`src/rtl/inset_pkg.sv`:
```
package inset_pkg;

    localparam int COORD_W = 12;

    localparam int EDGE_TOP    = 3;
    localparam int EDGE_BOTTOM = 2;
    localparam int EDGE_LEFT   = 1;
    localparam int EDGE_RIGHT  = 0;

    typedef logic [COORD_W-1:0] coord_t;

    typedef struct packed {
        logic [7:0] hpos;
        logic [7:0] vpos;
        logic [5:0] hrange;
        logic [5:0] vrange;
        logic [3:0] edge_en;
        logic       wipe_mode;
        logic       mask_en;
        logic       disp_on;
        logic       color_en;
        logic [3:0] col_y;
        logic [3:0] col_ry;
        logic [3:0] col_by;
    } inset_cfg_t;

    typedef struct packed {
        coord_t left;
        coord_t right;
        coord_t top;
        coord_t bottom;
        logic   valid;
    } rect_t;

    typedef struct packed {
        logic       active;
        logic       pin;
        logic       ovl;
        logic [3:0] y;
        logic [3:0] ry;
        logic [3:0] by;
    } inset_out_t;

    function automatic logic in_span(coord_t v, coord_t lo, coord_t hi);
        return (v >= lo) && (v < hi);
    endfunction

    function automatic coord_t edge_cut(logic mask, logic en, logic [5:0] range_v);
        return (mask && en) ? coord_t'(range_v) : '0;
    endfunction

endpackage

```
`src/rtl/inset_sync_counter.sv`:
```
module inset_sync_counter #(
    parameter int PIX_W  = 10,
    parameter int LINE_W = 10
) (
    input  logic              clk,
    input  logic              rst,
    input  logic              hsync_n,
    input  logic              vsync_n,
    output logic [PIX_W-1:0]  pix,
    output logic [LINE_W-1:0] line,
    output logic              field_start
);
    logic hs_q, vs_q;
    logic hs_fall;

    assign hs_fall     = hs_q & ~hsync_n;
    assign field_start = vs_q & ~vsync_n;

    always_ff @(posedge clk) begin
        if (rst) begin
            hs_q <= 1'b1;
            vs_q <= 1'b1;
        end else begin
            hs_q <= hsync_n;
            vs_q <= vsync_n;
        end
    end

    always_ff @(posedge clk) begin
        if (rst) begin
            pix <= '0;
        end else if (hs_fall) begin
            pix <= '0;
        end else if (pix != {PIX_W{1'b1}}) begin
            pix <= pix + 1'b1;
        end
    end

    always_ff @(posedge clk) begin
        if (rst) begin
            line <= '0;
        end else if (field_start) begin
            line <= '0;
        end else if (hs_fall && (line != {LINE_W{1'b1}})) begin
            line <= line + 1'b1;
        end
    end
endmodule

```
`src/rtl/inset_cfg_shadow.sv`:
```
module inset_cfg_shadow
    import inset_pkg::*;
(
    input  logic       clk,
    input  logic       rst,
    input  logic       load,
    input  inset_cfg_t cfg_in,
    output inset_cfg_t cfg_q
);
    always_ff @(posedge clk) begin
        if (rst) begin
            cfg_q <= '0;
        end else if (load) begin
            cfg_q <= cfg_in;
        end
    end
endmodule

```
`src/rtl/inset_geometry.sv`:
```
module inset_geometry
    import inset_pkg::*;
#(
    parameter int INSET_W = 96,
    parameter int INSET_H = 60
) (
    input  logic [7:0] hpos,
    input  logic [7:0] vpos,
    input  logic [5:0] hrange,
    input  logic [5:0] vrange,
    input  logic [3:0] edge_en,
    input  logic       wipe_mode,
    input  logic       mask_en,
    output rect_t      vis_rect,
    output rect_t      frame_rect
);
    localparam coord_t SIZE_H = coord_t'(INSET_W);
    localparam coord_t SIZE_V = coord_t'(INSET_H);

    rect_t  nom;
    coord_t cut_l, cut_r, cut_t, cut_b;
    logic   h_ok, v_ok;

    always_comb begin
        nom.left   = coord_t'(hpos);
        nom.right  = coord_t'(hpos) + SIZE_H;
        nom.top    = coord_t'(vpos);
        nom.bottom = coord_t'(vpos) + SIZE_V;
        nom.valid  = 1'b1;

        cut_l = edge_cut(mask_en, edge_en[EDGE_LEFT],   hrange);
        cut_r = edge_cut(mask_en, edge_en[EDGE_RIGHT],  hrange);
        cut_t = edge_cut(mask_en, edge_en[EDGE_TOP],    vrange);
        cut_b = edge_cut(mask_en, edge_en[EDGE_BOTTOM], vrange);

        h_ok = (cut_l + cut_r) < SIZE_H;
        v_ok = (cut_t + cut_b) < SIZE_V;

        vis_rect.left   = nom.left + cut_l;
        vis_rect.right  = nom.right - cut_r;
        vis_rect.top    = nom.top + cut_t;
        vis_rect.bottom = nom.bottom - cut_b;
        vis_rect.valid  = h_ok && v_ok;

        frame_rect = (mask_en && wipe_mode) ? vis_rect : nom;
    end
endmodule

```
`src/rtl/inset_classify.sv`:
```
module inset_classify
    import inset_pkg::*;
#(
    parameter int PIX_W     = 10,
    parameter int LINE_W    = 10,
    parameter int BORDER_PX = 2,
    parameter int BORDER_LN = 1
) (
    input  logic [PIX_W-1:0]  pix,
    input  logic [LINE_W-1:0] line,
    input  rect_t             vis_rect,
    input  rect_t             frame_rect,
    input  logic              disp_on,
    input  logic              color_en,
    input  logic [3:0]        col_y,
    input  logic [3:0]        col_ry,
    input  logic [3:0]        col_by,
    output inset_out_t        res
);
    localparam coord_t BPX = coord_t'(BORDER_PX);
    localparam coord_t BLN = coord_t'(BORDER_LN);

    coord_t x, y;
    logic   in_vis, in_inner, in_outer, on_frame;

    always_comb begin
        x = coord_t'(pix);
        y = coord_t'(line);

        in_vis   = vis_rect.valid
                 && in_span(x, vis_rect.left, vis_rect.right)
                 && in_span(y, vis_rect.top, vis_rect.bottom);
        in_inner = in_span(x, frame_rect.left, frame_rect.right)
                 && in_span(y, frame_rect.top, frame_rect.bottom);
        in_outer = ((x + BPX) >= frame_rect.left) && (x < (frame_rect.right + BPX))
                 && ((y + BLN) >= frame_rect.top) && (y < (frame_rect.bottom + BLN));
        on_frame = frame_rect.valid && in_outer && !in_inner;

        res.active = disp_on && in_vis;
        res.pin    = disp_on && on_frame;
        res.ovl    = disp_on && on_frame && color_en;
        res.y      = res.ovl ? col_y  : 4'd0;
        res.ry     = res.ovl ? col_ry : 4'd0;
        res.by     = res.ovl ? col_by : 4'd0;
    end
endmodule

```
`src/rtl/inset_window_gen.sv`:
```
module inset_window_gen
    import inset_pkg::*;
#(
    parameter int PIX_W     = 10,
    parameter int LINE_W    = 10,
    parameter int INSET_W   = 96,
    parameter int INSET_H   = 60,
    parameter int BORDER_PX = 2,
    parameter int BORDER_LN = 1
) (
    input  logic       clk,
    input  logic       rst,
    input  logic       hsync_n,
    input  logic       vsync_n,
    input  logic [7:0] hpos,
    input  logic [7:0] vpos,
    input  logic [5:0] hrange,
    input  logic [5:0] vrange,
    input  logic [3:0] edge_en,
    input  logic       wipe_mode,
    input  logic       mask_en,
    input  logic       disp_on,
    input  logic       color_en,
    input  logic [3:0] col_y,
    input  logic [3:0] col_ry,
    input  logic [3:0] col_by,
    output logic       inset_active,
    output logic       border_pin,
    output logic       border_ovl,
    output logic [3:0] ovl_y,
    output logic [3:0] ovl_ry,
    output logic [3:0] ovl_by
);
    logic [PIX_W-1:0]  pix_cnt;
    logic [LINE_W-1:0] line_cnt;
    logic              field_start;
    inset_cfg_t        cfg_in, cfg_sh;
    rect_t             vis_rect, frame_rect;
    inset_out_t        res;

    always_comb begin
        cfg_in.hpos      = hpos;
        cfg_in.vpos      = vpos;
        cfg_in.hrange    = hrange;
        cfg_in.vrange    = vrange;
        cfg_in.edge_en   = edge_en;
        cfg_in.wipe_mode = wipe_mode;
        cfg_in.mask_en   = mask_en;
        cfg_in.disp_on   = disp_on;
        cfg_in.color_en  = color_en;
        cfg_in.col_y     = col_y;
        cfg_in.col_ry    = col_ry;
        cfg_in.col_by    = col_by;
    end

    inset_sync_counter #(.PIX_W(PIX_W), .LINE_W(LINE_W)) u_cnt (
        .clk(clk), .rst(rst), .hsync_n(hsync_n), .vsync_n(vsync_n),
        .pix(pix_cnt), .line(line_cnt), .field_start(field_start)
    );

    inset_cfg_shadow u_shadow (
        .clk(clk), .rst(rst), .load(field_start),
        .cfg_in(cfg_in), .cfg_q(cfg_sh)
    );

    inset_geometry #(.INSET_W(INSET_W), .INSET_H(INSET_H)) u_geom (
        .hpos(cfg_sh.hpos), .vpos(cfg_sh.vpos),
        .hrange(cfg_sh.hrange), .vrange(cfg_sh.vrange),
        .edge_en(cfg_sh.edge_en), .wipe_mode(cfg_sh.wipe_mode),
        .mask_en(cfg_sh.mask_en),
        .vis_rect(vis_rect), .frame_rect(frame_rect)
    );

    inset_classify #(
        .PIX_W(PIX_W), .LINE_W(LINE_W),
        .BORDER_PX(BORDER_PX), .BORDER_LN(BORDER_LN)
    ) u_cls (
        .pix(pix_cnt), .line(line_cnt),
        .vis_rect(vis_rect), .frame_rect(frame_rect),
        .disp_on(cfg_sh.disp_on), .color_en(cfg_sh.color_en),
        .col_y(cfg_sh.col_y), .col_ry(cfg_sh.col_ry), .col_by(cfg_sh.col_by),
        .res(res)
    );

    assign inset_active = res.active;
    assign border_pin   = res.pin;
    assign border_ovl   = res.ovl;
    assign ovl_y        = res.y;
    assign ovl_ry       = res.ry;
    assign ovl_by       = res.by;
endmodule

```
`config.mk`:
```
export PLATFORM = sky130hd
export DESIGN_NAME = inset_window_gen
export DESIGN_NICKNAME = d
export VERILOG_FILES = /design/src/rtl/inset_pkg.sv /design/src/rtl/inset_sync_counter.sv /design/src/rtl/inset_cfg_shadow.sv /design/src/rtl/inset_geometry.sv /design/src/rtl/inset_classify.sv /design/src/rtl/inset_window_gen.sv
export SDC_FILE = /design/constraint.sdc
export NUM_CORES = 1
export LEC_CHECK = 0
export ABC_CLOCK_PERIOD_IN_PS = 4800
export BUFFER_PORTS_ARGS = -buffer_cell sky130_fd_sc_hd__buf_2
export CORE_UTILIZATION = 30
export DETAILED_ROUTE_END_ITERATION = 10
export HOLD_SLACK_MARGIN = 0.03
export PLACE_DENSITY_LB_ADDON = 0.2
export SYNTH_ARGS = -nofsm -noshare
export SYNTH_HDL_FRONTEND = slang
export SYNTH_SLANG_ARGS = --single-unit
```
`constraint.sdc`:
```
create_clock -name clk -period 4.8 [get_ports clk]
set_clock_uncertainty 0.1 [all_clocks]
set_input_delay 0 -clock clk [delete_from_list [all_inputs] [get_ports clk]]
set_output_delay 0 -clock clk [all_outputs]
set_load 0.01 [all_outputs]
```
==> flow_metrics.py <==
metrics = {
    "run_status": {
        "outcome": "finished with violations",
        "failed_checks": "negative setup slack",
    },
    "clock_tree": {
        "cts_root_buf": "clkbuf_16",
        "clock_latency_ps": 350,
        "htree_levels": 3,
        "numCtsBuffers": 9,
        "cts.clk_slew.worst_paths_ps": 70,
        "cts_tree": "done",
        "clock_path_buffers": 2,
        "clkSinkCount": 70,
    },
    "pwr": {
        "ir_worst_vdd_mv": 0.191,
        "p_leak_nw": 4.67,
        "p_per_area_nw_per_um2": 189,
    },
    "timing": {
        "post-route-worst-setup-slack_ps": -350,
        "worst_slew_pin_slew_ps": 727,
        "hold_viol": 0,
        "relSlewSlack_pct": 51.5,
        "rsz0062_at_grt": "true",
        "period_share_pct": 107,
        "post-route-min-period_ps": 5150,
        "slew_viol_final": 0,
        "fmax_ghz": 0.194,
        "report.final.setup_viol": 14,
    },
    "logic_synthesis": {
        "ys_ff_latch": 70,
        "syn_inst": 1042,
        "ys.flop_type": "dfxtp_1",
        "syn-mean-instance-area_um2": 7.70,
        "yosysTopAreaCell": "ha_1",
        "synth_top_area_share_pct": 22.8,
        "synth_area_leaders": "ha_1 (23%), dfxtp_1 (17%), nand2_1 (7.8%), a21oi_1 (6.7%), xnor2_1 (5.0%)",
        "synth_nets": 1244,
        "async_flop_share_pct": 0,
        "synth_edf_count": 0,
        "yosys_warnings": 0,
        "synthDistinctLibCells": 85,
        "synthMostInstantiatedCell": "nand2_1",
        "seq_area_frac_synth_pct": 17.5,
        "netlist_area_um2": 8020,
        "synth_top_cells_by_count": "nand2_1 (167), ha_1 (146), a21oi_1 (108)",
    },
    "placement": {
        "port_buffers": 66,
        "dpl.hpwl_mm": 18.6,
        "dp.cells": 1471,
        "globalplace.congestion": 0.800,
    },
    "global_routing": {
        "grt_pass1_vias": 7514,
        "grt_max_degree": 53,
        "overflow": 0,
        "antenna_found_initial": 0,
        "gr-usage-all-layers_pct": 17.9,
        "grt_pass1_wl_mm": 38.7,
    },
    "die": {
        "placementRows": 59,
        "die_h_um": 166,
        "start_util_pct": 30.7,
        "dieArea_um2": 27400,
        "pin_count": 67,
        "core_area_um2": 26100,
        "die_w_um": 166,
    },
    "setup_path": {
        "cp.arrival_ps": 5050,
        "criticalPathCategory": "flop to output port",
        "cp_cell_sequence": "buf_6 -> and3_4 -> ha_4 -> inv_2 -> fa_2 -> a21o_1 -> a21oi_2 -> xnor2_2 -> mux2i_1 -> or4_4 -> and2b_1 -> xnor2_2 -> ha_1 -> o21a_1 -> o21a_1 -> a21oi_2 -> o21ai_2 -> and4b_4 -> or4b_4 -> buf_12 -> nor2_4 -> buf_6",
        "cp-end-kind": "output port",
        "cp_max_fo": 6,
        "crit_required_ps": 4700,
        "critPathSlowestCell": "or4b_4",
        "max_stage_delay_ps": 560,
        "worstSetupStartpointType": "flop",
    },
    "cells_and_area": {
        "fin_cells": 1548,
        "layout-drive-gt1-share_pct": 20.8,
        "final_net_count": 1411,
        "fillers": 2763,
        "diodes": 0,
        "area_delta_synth_final_pct": 30.8,
        "fin_util_pct": 40.2,
    },
    "flow_run": {
        "drv_cap": 0,
    },
    "route": {
        "wl_per_cell_um": 15.5,
        "firstDrtPassIters": 4,
        "ant_nets": 0,
        "vias": 7734,
        "drt-initial-drc-count": 254,
        "drc_errors": 0,
        "totalWireLength_mm": 24.0,
        "vias_per_cell": 5.00,
    },
    "min_path": {
        "hold_class": "input pin to flop",
    },
}
-- worst paths after layout --
check / end / from / slack (ps) / cells past startpoint
setup / recovery: ovl_ry[2] / u_shadow.cfg_q[14] / -350 / 22
hold reg to reg: u_shadow.cfg_q[3] / u_shadow.cfg_q[3] / 360 / 2
hold / removal: u_shadow.cfg_q[26] / rst / 160 / 3
setup reg to reg: u_cnt.pix[4] / u_cnt.pix[3] / 2520 / 7
-- worst max-delay path, delay by kind of cell (launching register included) --
kind	cells	cell delay (ps)
multiplexers	1	110
adder cells (fa/ha/maj)	3	820
AO/OA/AOI/OAI	6	940
XOR/XNOR	2	220
AND/OR/NAND/NOR	6	1820
flip-flops	1	340
buffers and inverters	4	440
-- final cells by class --
type,count,area (um^2),share of cell area [%]
tap,335,419,3.99
multi-input combinational,873,6600,62.9
sequential,70,1400,13.4
clock buffer,9,225,2.15
timing repair buffer,196,1530,14.6
clock inverter,6,95.1,0.906
inverter,59,221,2.11
-- power breakdown --
group / leakage, nW / switching (mW) / internal (mW)
Combinational: 3.94 / 0.311 / 0.279
Clock: 0.156 / 0.297 / 0.458
Sequential: 0.573 / 0.0332 / 0.606
-- what timing repair did --
action | in CTS | in global routing
endpoints found under the setup margin | 14 | 14
buffers inserted | 4 | 4
gates resized for setup | 46 | 40
pin swaps | 21 | 25
endpoints found under the hold margin | 50 | 0
hold buffers | 54 | 0
-- flip-flops by register name, summed over array words and instances, names as in the netlist --
signal	flops
u_cnt.hs_q	1
u_cnt.pix	10
u_cnt.line	10
u_cnt.vs_q	1
u_shadow.cfg_q	48
-- cell usage in the layout (no fill, tap or decap), types with 10 or more instances in the layout --
cell type	netlist	routed
buf_4	0	71
ha_1	146	136
nand2_1	167	163
nor2_1	58	53
a211oi_1	11	11
buf_6	2	12
xnor2_1	46	41
a21oi_1	108	98
nand2b_1	11	10
dlygate4sd3_1	0	54
xor2_1	29	28
and3_1	17	16
nor2_4	8	10
a21o_1	21	21
nor3_1	15	14
o21ai_0	38	32
buf_2	3	57
inv_1	57	56
nand3_1	31	30
dfxtp_1	70	69
o21a_1	12	12
-- logic make-up after synthesis --
kind of cell | Yosys count | synth area share (%)
AND/OR/NAND/NOR | 381 | 23.6
AO/OA/AOI/OAI | 260 | 21.0
adder cells (fa/ha/maj) | 150 | 23.8
buffers and inverters | 99 | 5.09
XOR/XNOR | 75 | 8.19
flip-flops | 70 | 17.5
multiplexers | 7 | 0.874
-- per-stage QoR --
stage,setup TNS [ps],hold slack [ps],power (mW),instance area (um^2),setup WS [ps]
global placement,-1740,96.1,1.15,9130,-171
global route,-6180,188,2.10,10500,-520
detailed placement,-2160,101,1.16,9130,-209
floorplan,0,3.81,0.986,8020,140
CTS,-3690,152,1.98,10300,-331
finish,-3660,163,1.99,10500,-350
-- metal layers --
metal | vias up | track usage, % | routed length [um] | part of all wire, %
li1 | 4042 | - | - | -
met1 | 3553 | 24.8 | 12100 | 50
met2 | 119 | 29.5 | 10900 | 45
met3 | 20 | 2.15 | 775 | 3.2
met4 | 0 | 4.09 | 295 | 1.2
met5 | - | 0 | 0 | 0
Power figures use the tool's default switching activity.
